`src/rtl/bsel_pkg.sv`:
```
package bsel_pkg;
  typedef enum logic [1:0] {
    OCC_NONE  = 2'd0,
    OCC_ONE   = 2'd1,
    OCC_TWO   = 2'd2,
    OCC_FLUSH = 2'd3
  } occ_e;

  function automatic occ_e decode_occ(input logic flush, input logic v0, input logic v1);
    if (flush)         return OCC_FLUSH;
    else if (v0 && v1) return OCC_TWO;
    else if (v0)       return OCC_ONE;
    else               return OCC_NONE;
  endfunction
endpackage

```
`src/rtl/bsel_rst_sync.sv`:
```
module bsel_rst_sync (
  input  logic clk,
  input  logic rst_n,
  output logic rst_sync_n
);
  logic meta_q;

  always_ff @(posedge clk or negedge rst_n) begin
    if (!rst_n) begin
      meta_q     <= 1'b0;
      rst_sync_n <= 1'b0;
    end else begin
      meta_q     <= 1'b1;
      rst_sync_n <= meta_q;
    end
  end
endmodule

```
`src/rtl/bsel_pick.sv`:
```
module bsel_pick #(
  parameter int BANK_W = 2
) (
  input  logic [BANK_W-1:0] cand_i,
  input  logic [BANK_W-1:0] prev_bank_i,
  output logic [BANK_W-1:0] bank_o
);
  logic clash;

  always_comb begin
    clash  = (cand_i == prev_bank_i);
    bank_o = cand_i;
    bank_o[0] = cand_i[0] ^ clash;
  end
endmodule

```
`src/rtl/bsel_hist.sv`:
```
module bsel_hist
  import bsel_pkg::*;
#(
  parameter int BANK_W = 2
) (
  input  logic              clk,
  input  logic              rst_n,
  input  occ_e              occ_i,
  input  logic [BANK_W-1:0] sel0_i,
  input  logic [BANK_W-1:0] sel1_i,
  input  logic [BANK_W-1:0] bank0_i,
  input  logic [BANK_W-1:0] bank1_i,
  input  logic [BANK_W-1:0] rst_old_i,
  input  logic [BANK_W-1:0] rst_new_i,
  input  logic [BANK_W-1:0] rst_bank_i,
  output logic [BANK_W-1:0] old_sel_o,
  output logic [BANK_W-1:0] new_sel_o,
  output logic [BANK_W-1:0] last_bank_o
);
  logic [BANK_W-1:0] old_d, new_d, bank_d;
  logic              upd_en;

  always_comb begin
    upd_en = (occ_i != OCC_NONE);
    old_d  = old_sel_o;
    new_d  = new_sel_o;
    bank_d = last_bank_o;
    unique case (occ_i)
      OCC_FLUSH: begin
        old_d  = rst_old_i;
        new_d  = rst_new_i;
        bank_d = rst_bank_i;
      end
      OCC_TWO: begin
        old_d  = sel0_i;
        new_d  = sel1_i;
        bank_d = bank1_i;
      end
      OCC_ONE: begin
        old_d  = new_sel_o;
        new_d  = sel0_i;
        bank_d = bank0_i;
      end
      default: ;
    endcase
  end

  always_ff @(posedge clk or negedge rst_n) begin
    if (!rst_n) begin
      old_sel_o   <= '0;
      new_sel_o   <= '0;
      last_bank_o <= '0;
    end else if (upd_en) begin
      old_sel_o   <= old_d;
      new_sel_o   <= new_d;
      last_bank_o <= bank_d;
    end
  end
endmodule

```
`src/rtl/bsel_out.sv`:
```
module bsel_out
  import bsel_pkg::*;
#(
  parameter int NUM_BANKS = 4,
  parameter int BANK_W    = 2
) (
  input  logic                 clk,
  input  logic                 rst_n,
  input  occ_e                 occ_i,
  input  logic [BANK_W-1:0]    bank0_i,
  input  logic [BANK_W-1:0]    bank1_i,
  output logic                 vld0_o,
  output logic [BANK_W-1:0]    bank0_o,
  output logic [NUM_BANKS-1:0] en0_o,
  output logic                 vld1_o,
  output logic [BANK_W-1:0]    bank1_o,
  output logic [NUM_BANKS-1:0] en1_o
);
  logic                 vld0_d, vld1_d;
  logic [BANK_W-1:0]    bank0_d, bank1_d;
  logic [NUM_BANKS-1:0] en0_d, en1_d;

  always_comb begin
    vld0_d  = (occ_i == OCC_ONE) || (occ_i == OCC_TWO);
    vld1_d  = (occ_i == OCC_TWO);
    bank0_d = vld0_d ? bank0_i : '0;
    bank1_d = vld1_d ? bank1_i : '0;
  end

  for (genvar g = 0; g < NUM_BANKS; g++) begin : g_dec
    assign en0_d[g] = vld0_d && (bank0_i == BANK_W'(g));
    assign en1_d[g] = vld1_d && (bank1_i == BANK_W'(g));
  end

  always_ff @(posedge clk or negedge rst_n) begin
    if (!rst_n) begin
      vld0_o  <= 1'b0;
      bank0_o <= '0;
      en0_o   <= '0;
      vld1_o  <= 1'b0;
      bank1_o <= '0;
      en1_o   <= '0;
    end else begin
      vld0_o  <= vld0_d;
      bank0_o <= bank0_d;
      en0_o   <= en0_d;
      vld1_o  <= vld1_d;
      bank1_o <= bank1_d;
      en1_o   <= en1_d;
    end
  end
endmodule

```
`src/rtl/bsel_conflict_free.sv`:
```
module bsel_conflict_free
  import bsel_pkg::*;
#(
  parameter int NUM_BANKS = 4,
  parameter int ADDR_W    = 16,
  parameter int SEL_LSB   = 5,
  localparam int BANK_W   = $clog2(NUM_BANKS)
) (
  input  logic                 clk,
  input  logic                 rst_n,
  input  logic                 flush_i,
  input  logic [BANK_W-1:0]    rst_old_sel_i,
  input  logic [BANK_W-1:0]    rst_new_sel_i,
  input  logic [BANK_W-1:0]    rst_bank_i,
  input  logic                 in0_vld_i,
  input  logic [ADDR_W-1:0]    in0_addr_i,
  input  logic                 in1_vld_i,
  input  logic [ADDR_W-1:0]    in1_addr_i,
  output logic                 out0_vld_o,
  output logic [BANK_W-1:0]    out0_bank_o,
  output logic [NUM_BANKS-1:0] out0_en_o,
  output logic                 out1_vld_o,
  output logic [BANK_W-1:0]    out1_bank_o,
  output logic [NUM_BANKS-1:0] out1_en_o
);
  localparam int SEL_MSB = SEL_LSB + BANK_W - 1;

  logic              rst_int_n;
  occ_e              occ;
  logic [BANK_W-1:0] sel0, sel1;
  logic [BANK_W-1:0] old_sel, new_sel, last_bank;
  logic [BANK_W-1:0] bank0, bank1;

  bsel_rst_sync u_rst (
    .clk        (clk),
    .rst_n      (rst_n),
    .rst_sync_n (rst_int_n)
  );

  always_comb begin
    occ  = decode_occ(flush_i, in0_vld_i, in1_vld_i);
    sel0 = in0_addr_i[SEL_MSB:SEL_LSB];
    sel1 = in1_addr_i[SEL_MSB:SEL_LSB];
  end

  // slot 0: candidate from two blocks back, compared with last bank
  bsel_pick #(.BANK_W(BANK_W)) u_pick0 (
    .cand_i      (old_sel),
    .prev_bank_i (last_bank),
    .bank_o      (bank0)
  );

  // slot 1: candidate from the last block, compared with slot 0's bank
  bsel_pick #(.BANK_W(BANK_W)) u_pick1 (
    .cand_i      (new_sel),
    .prev_bank_i (bank0),
    .bank_o      (bank1)
  );

  bsel_hist #(.BANK_W(BANK_W)) u_hist (
    .clk         (clk),
    .rst_n       (rst_int_n),
    .occ_i       (occ),
    .sel0_i      (sel0),
    .sel1_i      (sel1),
    .bank0_i     (bank0),
    .bank1_i     (bank1),
    .rst_old_i   (rst_old_sel_i),
    .rst_new_i   (rst_new_sel_i),
    .rst_bank_i  (rst_bank_i),
    .old_sel_o   (old_sel),
    .new_sel_o   (new_sel),
    .last_bank_o (last_bank)
  );

  bsel_out #(.NUM_BANKS(NUM_BANKS), .BANK_W(BANK_W)) u_out (
    .clk     (clk),
    .rst_n   (rst_int_n),
    .occ_i   (occ),
    .bank0_i (bank0),
    .bank1_i (bank1),
    .vld0_o  (out0_vld_o),
    .bank0_o (out0_bank_o),
    .en0_o   (out0_en_o),
    .vld1_o  (out1_vld_o),
    .bank1_o (out1_bank_o),
    .en1_o   (out1_en_o)
  );
endmodule

```
`config.mk`:
```
export PLATFORM = sky130hd
export DESIGN_NAME = bsel_conflict_free
export DESIGN_NICKNAME = d
export VERILOG_FILES = /design/src/rtl/bsel_pkg.sv /design/src/rtl/bsel_rst_sync.sv /design/src/rtl/bsel_pick.sv /design/src/rtl/bsel_hist.sv /design/src/rtl/bsel_out.sv /design/src/rtl/bsel_conflict_free.sv
export SDC_FILE = /design/constraint.sdc
export NUM_CORES = 1
export LEC_CHECK = 0
export BUFFER_PORTS_ARGS = -buffer_cell sky130_fd_sc_hd__buf_2
export CAP_MARGIN = 25
export CELL_PAD_IN_SITES_DETAIL_PLACEMENT = 2
export CELL_PAD_IN_SITES_GLOBAL_PLACEMENT = 2
export CORE_MARGIN = 4
export CORE_UTILIZATION = 25
export DETAILED_ROUTE_END_ITERATION = 8
export PLACE_DENSITY = 0.79
export SYNTH_ARGS = -nofsm -noshare
export SYNTH_HDL_FRONTEND = slang
export SYNTH_SLANG_ARGS = --single-unit
```
`constraint.sdc`:
```
create_clock -name clk -period 1.4 [get_ports clk]
set_input_delay 0.14 -clock clk [delete_from_list [all_inputs] [get_ports clk]]
set_output_delay 0.14 -clock clk [all_outputs]
set_load 0.05 [all_outputs]
```
==> summary.md, run 1 <==
| Metric | Value |
|---|---|
| GRT Util Overall | `10.3%` |
| Starting density of the core | `a little over a quarter` |
| IR drop worst, VDD | `roughly 0.4 mV` |
| Layout Nets | `about 160` |
| Number of global-route vias before repair | `817` |
| Post-synth EDFFs | `0` |
| P&R area growth vs syn | `39.3%` |
| Total I/O pin count | `57` |
| Syn avg cell area | `10.7 um2` |
| CP max FO | `4` |
| Synth warnings | `0` |
| Via count | `between 700 and 800` |
| Mapped cell area | `922 um2` |
| First-pass GRT wire length | `roughly 3600 um` |
| Gpl congestion | `0.730` |
| Distinct cells, synth | `27` |
| Initial antenna violation count | `0` |
| Inserted Clock Buffers | `3` |
| Total gr overflow | `0` |
| TNS Setup | `0 ns` |
| Detailed placement HPWL | `1820 um` |
| Synth top area cells | `dfrtp_1 60%, nand2_1 5.3%, o21ai_0 4.9%` |
| Die Ht | `68.7 um` |
| Post-synth top flop | `dfrtp_1` |
| Mapped Cells | `86` |
| Syn_nets | `129` |
| First-pass iteration count of the detailed router | `4` |
| Status | `finished, final reports clean` |
| Tcrit/Tclk final | `95.8%` |
| Crit path DAT | `about 1.5 ns` |
| Largest net degree at the start of global routing | `21` |
| IO Port Bufs | `28` |
| Sequential share of the synthesized area | `59.7%` |
| Slew Limit Fails | `0` |
| Clk_lat worst skew | `0.26 ns` |
| Die area | `4720 um2` |
| Critical Path Sink Type | `flop` |
| Worst hold path depth | `3` |
| Startpoint Class | `flop` |
| Final Hold Viols | `0` |
| FP Rows | `21` |
| Die Span X | `between 60 and 70 um` |
| Setup WS post-layout | `0.0582 ns` |
| Vias/cell | `~4.5` |
| RSZ-0062 raised after global routing | `yes` |
| H-tree depth | `1` |
| Crit path time final | `between 1 and 1.5 ns` |
| Number of synthesized register bits | `22` |
| Residual DRC | `0` |
| Core Area | `3440 um2` |
| Skew final | `slightly below 0.003 ns` |
| CTS tree | `done` |
| Antenna Cells | `0` |
| Design area | `roughly 1300 um2` |
| Layout cells sized above 1 | `44.5%` |
| Area leader, netlist | `dfrtp_1` |
| Clock Path Buffers | `2` |
| FF-to-FF path depth | `4` |
| Setup Viol. Count Final | `0` |
| WL final | `2340 um` |
| Dpl cell area | `1130 um2` |
| Leak | `between 0.0006 and 0.0007 uW` |
| FMAX | `745 MHz` |
| Power Density | `1250 nW/um2` |
| Share of the synthesized area in the top cell type | `59.7%` |
| Average wire per standard cell | `14.2 um` |
| DP Worst Slack | `0.0144 ns` |
| Clock Sinks | `22` |
| Async SR Flop Fraction | `100%` |
| Detail Route Antenna Nets | `0` |
| Worst setup path class | `reg -> reg` |
| Root Buffer | `clkbuf_8` |
| DRT iter0 DRCs | `18` |
| Max_cap viols | `0` |
| Hold Path Class | `in -> reg` |
| Critical Path RT | `1.58 ns` |
| Fill count | `370` |
| CTS clk-pin slew, worst paths | `0.08 ns` |
==> cell usage after synthesis, types with 2 or more instances <==
cell type	number
nand2b_1	3
and2_1	3
o21ai_0	9
inv_1	3
nand2_1	13
nor2_1	3
buf_2	2
a21oi_1	2
a2bb2oi_1	2
a22oi_1	2
clkbuf_1	3
dfrtp_1	22
a211oi_1	2
mux2i_1	4
==> cell families (layout without fill, tap and decap cells) <==
| group | Yosys count | count (layout) | share of synthesized area, % |
|---|---|---|---|
| mux | 4 | 4 | 4.34 |
| compound gates | 20 | 20 | 14.1 |
| flops | 22 | 22 | 59.7 |
| simple gates | 28 | 28 | 15.6 |
| buf+inv | 9 | 42 | 3.93 |
| xor+xnor | 2 | 2 | 1.90 |
| other cells | 1 | 1 | 0.407 |
==> sequential cells by signal, indices dropped and copies added, names as in the netlist <==
register,count
u_hist.last_bank_o,2
u_hist.new_sel_o,2
u_hist.old_sel_o,2
u_out.bank0_o,2
u_out.bank1_o,2
u_out.en0_o,4
u_out.en1_o,4
u_out.vld0_o,1
u_out.vld1_o,1
u_rst.meta_q,1
u_rst.rst_sync_n,1
==> cells in the final DEF, fill, tap and decap left out, types with 2 or more instances in the layout <==
cell type	synthesis	layout
nand2_1	13	13
buf_4	0	4
nor2_1	3	3
clkbuf_8	0	3
a2bb2oi_1	2	2
o21ai_0	9	9
nand2b_1	3	2
inv_1	3	3
mux2i_1	4	3
and2_1	3	3
dfrtp_2	0	4
a22oi_1	2	2
dfrtp_1	22	18
buf_2	2	28
==> power breakdown <==
| part | switching (uW) | leakage (uW) | total [uW] | internal, uW |
|---|---|---|---|---|
| Sequential | 39.7 | 0.000282 | 716 | 676 |
| Clock | 196 | 0.0000357 | 577 | 381 |
| Combinational | 187 | 0.000329 | 309 | 122 |
| Total | 423 | 0.000647 | 1600 | 1180 |
==> per-stage QoR <==
step | std cells | hold slack, ns | total power (uW) | utilization, %
global route | 165 | 0.100 | 1680 | 37.3
finish | 165 | 0.0858 | 1600 | 37.3
floorplan | 86 | -0.156 | 896 | -
CTS | 164 | 0.0892 | 1580 | 35.4
global placement | 159 | -0.0762 | 971 | 32.8
detailed placement | 159 | -0.0714 | 984 | 32.8
==> metal layers <==
metal / global-route usage, % / vias to the layer above / share of wire [%]
met5: 0 / - / 0
met4: 4.38 / 0 / 0.43
met3: 0.972 / 2 / 2.9
met2: 20.3 / 18 / 56
met1: 11.0 / 368 / 41
li1: - / 351 / -
==> worst paths after layout <==
check | slack, ns | to | startpoint
worst min-delay path | 0.09 | u_hist.old_sel_o[1] | rst_old_sel_i[1]
min in group asynchronous | 0.19 | u_rst.rst_sync_n | rst_n
worst min register to register | 0.21 | u_out.bank1_o[0] | u_rst.rst_sync_n
worst max register to register | 0.06 | u_hist.last_bank_o[0] | u_hist.last_bank_o[0]
max in group asynchronous | 0.96 | u_hist.new_sel_o[1] | u_rst.rst_sync_n
worst max-delay path | 0.06 | u_hist.last_bank_o[0] | u_hist.last_bank_o[0]
==> worst max-delay path, cell delays in order (launching register included) <==
cell and delay (ns):
dfrtp_2 0.45, or3b_4 0.40, mux2i_4 0.19, o31ai_1 0.10, a21oi_1 0.12
==> final cells by class <==
| cell class | instances | area (um2) | area share (%) |
|---|---|---|---|
| clock buffer | 3 | 41.3 | 3.21 |
| clock inverter | 1 | 30.0 | 2.34 |
| inverter | 4 | 15.0 | 1.17 |
| multi-input combinational | 55 | 394 | 30.7 |
| sequential | 22 | 556 | 43.2 |
| tap | 46 | 57.6 | 4.48 |
| timing repair buffer | 34 | 191 | 14.9 |
==> repair_timing <==
item	in CTS	in global routing
gates resized for setup	3	12
gates cloned	0	0
hold buffers	1	0
setup buffers	0	1
setup endpoints to repair	4	4
pin swaps	0	3
endpoints found under the hold margin	2	0
Note: power is estimated with default switching activity, not from simulation.
==> run 2, diff against run 1 <==
--- a/config.mk
+++ b/config.mk
@@ -11,6 +11,7 @@
 export CELL_PAD_IN_SITES_GLOBAL_PLACEMENT = 2
 export CORE_MARGIN = 4
 export CORE_UTILIZATION = 25
+export CTS_CLUSTER_DIAMETER = 150
 export DETAILED_ROUTE_END_ITERATION = 8
 export PLACE_DENSITY = 0.79
 export SYNTH_ARGS = -nofsm -noshare
==> constraint.sdc (replaced) <==
create_clock -name clk -period 1.4 [get_ports clk]
set_input_delay 0.07 -clock clk [delete_from_list [all_inputs] [get_ports clk]]
set_output_delay 0.07 -clock clk [all_outputs]
set_load 0.05 [all_outputs]
==> summary.md, run 2 (synthesis results as in run 1) <==
| Metric | Value |
|---|---|
| Number of global-route vias before repair | `794` |
| Most common cell after layout, fill and taps aside | `buf_2` |
| Setup Viol. Count Final | `0` |
| Status | `finished, final reports clean` |
| FP Rows | `21` |
| Sw frac | `26.7%` |
| P&R area growth vs syn | `35.4%` |
| Power Density | `between 1000 and 1500 nW/um2` |
| Root Buffer | `clkbuf_8` |
| Clock Path Buffers | `2` |
| Worst hold path depth | `3` |
| Total I/O pin count | `57` |
| DP Worst Slack | `about 0.009 ns` |
| CTS clk-pin slew, worst paths | `~0.080 ns` |
| FMAX | `a little over 700 MHz` |
| CP max FO | `7` |
| Tcrit/Tclk final | `98.7%` |
| Hold Path Class | `in -> reg` |
| Cell Chain, Critical Path | `xor2_1 -> a211oi_2 -> nor3b_2` |
| IR drop worst, VDD | `0.361 mV` |
| Clk_lat worst skew | `0.26 ns` |
| Commonest cells after routing, fill and taps aside | `28 x buf_2, 20 x dfrtp_1, 13 x nand2_1` |
| Crit path DAT | `1.57 ns` |
| Vias/cell | `between 4 and 5` |
| Final Non-Filler Cells | `166` |
| Final Hold Viols | `0` |
| Critical Path Sink Type | `flop` |
| NetSw | `around 430 uW` |
| First-pass iteration count of the detailed router | `4` |
| Worst setup path class | `reg -> reg` |
| Max incr delay on CP | `0.47 ns` |
| Core Area | `3440 um2` |
| First-pass GRT wire length | `3820 um` |
| Worst reg2reg path endpoint | `u_out.en1_o[0]` |
| Largest regs | `u_out.en0_o (4), u_out.en1_o (4)` |
| Slew Limit Fails | `0` |
| H-tree depth | `1` |
| Detailed placement HPWL | `1780 um` |
| Gpl congestion | `~0.72` |
| Layout Nets | `164` |
| Family with the most delay on the worst path | `flip-flops` |
| Total gr overflow | `0` |
| Initial antenna violation count | `0` |
| Setup WS post-layout | `~0.018 ns` |
| Cell Int Power | `1170 uW` |
| Die Span X | `68.7 um` |
| Via count | `752` |
| Die area | `4720 um2` |
| Antenna Cells | `0` |
| WL final | `2470 um` |
| Hold Path Sink | `u_hist.old_sel_o[0]` |
| R2r startpoint | `u_hist.old_sel_o[1]` |
| Final Core Density | `36.3%` |
| Crit path time final | `1.38 ns` |
| Leak | `roughly 0.00064 uW` |
| CTS tree | `done` |
| Flop pwr share | `44.4%` |
| Residual DRC | `0` |
| Layout cells sized above 1 | `around two fifths` |
| Critical Path RT | `1.59 ns` |
| CP max-delay cell | `dfrtp_2` |
| FF-to-FF path depth | `3` |
| Starting density of the core | `26.8%` |
| GRT Util Overall | `11.2%` |
| Startpoint Class | `flop` |
| Largest net degree at the start of global routing | `21` |
| Skew final | `0.000775 ns` |
| Clk pwr share | `between 30% and 40%` |
| Die Ht | `~69 um` |
| HP Start | `rst_old_sel_i[0]` |
| DRT iter0 DRCs | `27` |
| Max_cap viols | `0` |
| Average wire per standard cell | `14.9 um` |
| Setup slack, reg-to-reg | `0.02 ns` |
| Clock Sinks | `22` |
| Detail Route Antenna Nets | `0` |
| Sum of buffers and inverters on the critical path | `0` |
| Comb pwr share | `18.5%` |
| Placed cells | `158` |
| IO Port Bufs | `28` |
| RSZ-0062 raised after global routing | `yes` |
| Inserted Clock Buffers | `3` |
==> run 2: area by class of cell <==
cell class	count	area [um2]
clock buffers	3	41.3
multi-input cells	55	357
repair buffers	35	195
fillers	378	2190
inverters	4	15.0
clock inverters	1	30.0
well taps	46	57.6
flip-flops and latches	22	553
==> run 2: worst max path at each step <==
stage / from / end / slack (ns) / cells after the start
after global placement: u_hist.old_sel_o[1] / u_out.en1_o[0] / 0.07 / 3
final: u_hist.old_sel_o[1] / u_out.en1_o[0] / 0.02 / 3
after CTS: u_hist.last_bank_o[1] / u_out.en1_o[0] / 0.008 / 4
after detailed placement: u_hist.last_bank_o[0] / u_hist.last_bank_o[0] / 0.009 / 4
after global routing: u_hist.last_bank_o[0] / u_hist.last_bank_o[0] / -0.09 / 4
after floorplan: u_hist.old_sel_o[1] / u_out.en1_o[0] / 0.14 / 4
==> run 2: power groups by stage <==
stage               Sequential [uW]  Combinational, uW  Clock [uW]
floorplan                       776                119           0
global placement                715                254           0
detailed placement              719                264           0
CTS                             707                292         607
global route                    716                325         636
finish                          709                296         591
==> run 2: worst register-to-register path, cell delays in order (launching register included) <==
cell	delay [ns]
dfrtp_2	0.47
xor2_1	0.19
a211oi_2	0.39
nor3b_2	0.25
==> run 2: routing by layer <==
layer | track usage (%) | vias to the layer above | routed length (um)
met5 | 0 | - | 0
met4 | 5.84 | 0 | 48
met3 | 1.13 | 4 | 81
met2 | 19.7 | 20 | 1330
met1 | 13.4 | 375 | 1020
li1 | - | 353 | -
==> run 2: timing repair <==
action	4_1_cts	5_1_grt
gates resized for setup	2	4
setup buffers	3	0
endpoints found under the setup margin	2	6
endpoints found under the hold margin	2	0
pin swaps	1	1
hold buffers	1	0
==> run 2: per-stage QoR <==
stage	hold slack [ns]	TNS [ns]	total power [uW]	area, um2
5_1_grt	0.0276	-0.273	1680	1250
3_5_place_dp	-0.141	0	983	1120
2_1_floorplan	-0.226	0	896	922
4_1_cts	0.0151	0	1610	1230
3_3_place_gp	-0.146	0	969	1120
6_report	0.0168	0	1600	1250
==> run 3, diff against run 2 <==
--- a/config.mk
+++ b/config.mk
@@ -5,6 +5,7 @@
 export SDC_FILE = /design/constraint.sdc
 export NUM_CORES = 1
 export LEC_CHECK = 0
+export ABC_AREA = 1
 export BUFFER_PORTS_ARGS = -buffer_cell sky130_fd_sc_hd__buf_2
 export CAP_MARGIN = 25
 export CELL_PAD_IN_SITES_DETAIL_PLACEMENT = 2
@@ -13,7 +14,7 @@
 export CORE_UTILIZATION = 25
 export CTS_CLUSTER_DIAMETER = 150
 export DETAILED_ROUTE_END_ITERATION = 8
-export PLACE_DENSITY = 0.79
+export PLACE_DENSITY = 0.8
 export SYNTH_ARGS = -nofsm -noshare
 export SYNTH_HDL_FRONTEND = slang
 export SYNTH_SLANG_ARGS = --single-unit
==> summary.md, run 3 <==
| Metric | Value |
|---|---|
| Clock Sinks | `22` |
| IR drop worst, VDD | `0.340 mV` |
| FF-to-FF path depth | `4` |
| Synth Area in Adders | `0%` |
| Simple-Gate Fraction of Synth Area | `28.5%` |
| Distinct cells, synth | `19` |
| Main combinational cell family by area after synthesis | `simple AND/OR/NAND/NOR gates` |
| Largest regs | `u_out.en0_o (4), u_out.en1_o (4)` |
| Compound-gate portion of the synthesized area | `under 10%` |
| Share of the synthesized area in the top cell type | `approximately three fifths` |
| Worst hold path depth | `3` |
| RSZ-0062 raised after global routing | `no` |
| Top-count cell post-synth | `dfrtp_1` |
| Vias/cell | `4.36` |
| Crit path DAT | `1.37 ns` |
| TNS Setup | `0 ns` |
| GRT Util Overall | `10.0%` |
| Residual DRC | `0` |
| Clock Path Buffers | `2` |
| Setup bufs post-CTS | `0` |
| Mapped cell area | `931 um2` |
| Detail Route Antenna Nets | `0` |
| Synth top area cells | `dfrtp_1 59%, nand2_1 6.9%, a22oi_1 4.8%` |
| Crit path time final | `1.22 ns` |
| FP Rows | `21` |
| Die Span X | `about 69 um` |
| Critical Path Sink Type | `flop` |
| FMAX | `820 MHz` |
| Commonest cells after routing, fill and taps aside | `28 x buf_2, 22 x dfrtp_1, 17 x nand2_1` |
| Multiplexer share of the synthesized area | `0%` |
| Area of the multi-input gates | `323 um2` |
| HP Start | `in1_addr_i[5]` |
| Syn avg cell area | `~10 um2` |
| Critical path startpoint | `u_hist.old_sel_o[1]` |
| Area leader, netlist | `dfrtp_1` |
| Post-synth top flop | `dfrtp_1` |
| Startpoint Class | `flop` |
| Average wire per standard cell | `approximately 13 um` |
| Setup WS post-layout | `around 0.18 ns` |
| Die Ht | `69.0 um` |
| Clk_lat worst skew | `0.26 ns` |
| Final Non-Filler Cells | `170` |
| Worst setup path class | `reg -> reg` |
| Synth Area in XOR/XNOR | `less than 1%` |
| Via count | `about 740` |
| DP Worst Slack | `0.224 ns` |
| Setup Viol. Count Final | `0` |
| Detailed placement HPWL | `~1800 um` |
| Layout cells sized above 1 | `44.4%` |
| Seq. cell area | `551 um2` |
| Sequential share of the synthesized area | `a little under 60%` |
| Power Density | `1310 nW/um2` |
| CTS clk-pin slew, worst paths | `0.08 ns` |
| Critical Path RT | `1.55 ns` |
| Core Area | `approximately 3500 um2` |
| CTS tree | `done` |
| Mapped Cells | `90` |
| Max_cap viols | `0` |
| Async SR Flop Fraction | `100%` |
| Placed cells | `165` |
| Root Buffer | `clkbuf_8` |
| CP max FO | `6` |
| Hold Path Class | `in -> reg` |
| Syn_nets | `about 130` |
| Most common cell after layout, fill and taps aside | `buf_2` |
| First-pass iteration count of the detailed router | `2` |
| Slew Limit Fails | `0` |
| P&R area growth vs syn | `31.0%` |
| Hold Path Sink | `u_hist.new_sel_o[0]` |
| WL final | `between 2000 and 2500 um` |
| R2r startpoint | `u_hist.old_sel_o[1]` |
| Worst reg2reg path endpoint | `u_hist.last_bank_o[0]` |
| DRT iter0 DRCs | `11` |
| Gpl congestion | `0.793` |
| Leak | `0.000673 uW` |
| First-pass GRT wire length | `3870 um` |
| Setup slack, reg-to-reg | `0.18 ns` |
| Number of global-route vias before repair | `slightly above 800` |
| Synth warnings | `0` |
| Die area | `4760 um2` |
| Inserted Clock Buffers | `3` |
| Fill count | `416` |
| Layout Nets | `168` |
| Status | `finished, final reports clean` |
| Post-synth EDFFs | `0` |
| Tcrit/Tclk final | `between 80% and 90%` |
| Starting density of the core | `26.8%` |
| Skew final | `0.00441 ns` |
| Largest net degree at the start of global routing | `21` |
| Initial antenna violation count | `0` |
| Commonest cells post-synth | `22 x dfrtp_1, 17 x nand2_1, 8 x inv_1` |
| Number of synthesized register bits | `22` |
| IO Port Bufs | `28` |
| Antenna Cells | `0` |
| Final Core Density | `35.2%` |
| Total gr overflow | `0` |
| H-tree depth | `1` |
| Final Hold Viols | `0` |
| Total I/O pin count | `57` |
[run 3: worst max-delay path: stages, from the launching register on]
cell     delay (ns)
dfrtp_1        0.47
xnor2_1        0.33
nand3_2        0.15
nand3_2        0.12
nand2_1        0.06
[run 3: layout make-up]
| type | count | area share [%] |
|---|---|---|
| Clock buffer | 3 | 3.38 |
| Clock inverter | 1 | 2.46 |
| Inverter | 14 | 4.31 |
| Multi-Input combinational cell | 53 | 26.5 |
| Sequential cell | 22 | 45.1 |
| Tap cell | 46 | 4.72 |
| Timing Repair Buffer | 31 | 13.5 |
[run 3: power breakdown]
part / switching [uW] / leakage [uW] / total, uW / internal (uW)
Clock: 202 / 0.0000357 / 583 / 381
Sequential: 26.2 / 0.000287 / 702 / 675
Combinational: 219 / 0.000350 / 309 / 89.8
Total: 447 / 0.000673 / 1590 / 1150
[run 3: worst max-delay path by stage]
| stage | endpoint |
|---|---|
| after floorplan | u_out.en1_o[2] |
| after global placement | u_out.en1_o[2] |
| after detailed placement | u_out.en1_o[2] |
| after CTS | u_hist.last_bank_o[0] |
| after global routing | u_hist.last_bank_o[0] |
| final | u_hist.last_bank_o[0] |
[run 3: cells by family (layout without fill, tap and decap cells)]
logic type | count (synthesis) | in the layout
AO/OA/AOI/OAI | 6 | 6
AND/OR/NAND/NOR | 45 | 45
buffers and inverters | 15 | 49
other | 1 | 1
XOR/XNOR | 1 | 1
flip-flops | 22 | 22
[run 3: timing repair]
action                                 CTS  global route
resized for setup                        0             0
hold buffers                             1             0
endpoints found under the hold margin    2             0
[run 3: stage by stage]
| step | power [uW] | instance area, um2 | hold WS, ns |
|---|---|---|---|
| after floorplan | 935 | 931 | -0.226 |
| after global placement | 1010 | 1140 | -0.146 |
| after detailed placement | 1020 | 1140 | -0.141 |
| after CTS | 1620 | 1220 | 0.0293 |
| after global routing | 1670 | 1220 | 0.0372 |
| final | 1590 | 1220 | 0.0322 |
[run 3: metal layers]
layer / track usage, % / up-vias / routed length, um
met5: 0 / - / 0
met4: 3.90 / 0 / 22
met3: 1.74 / 2 / 91
met2: 18.6 / 18 / 1270
met1: 11.2 / 374 / 856
li1: - / 347 / -
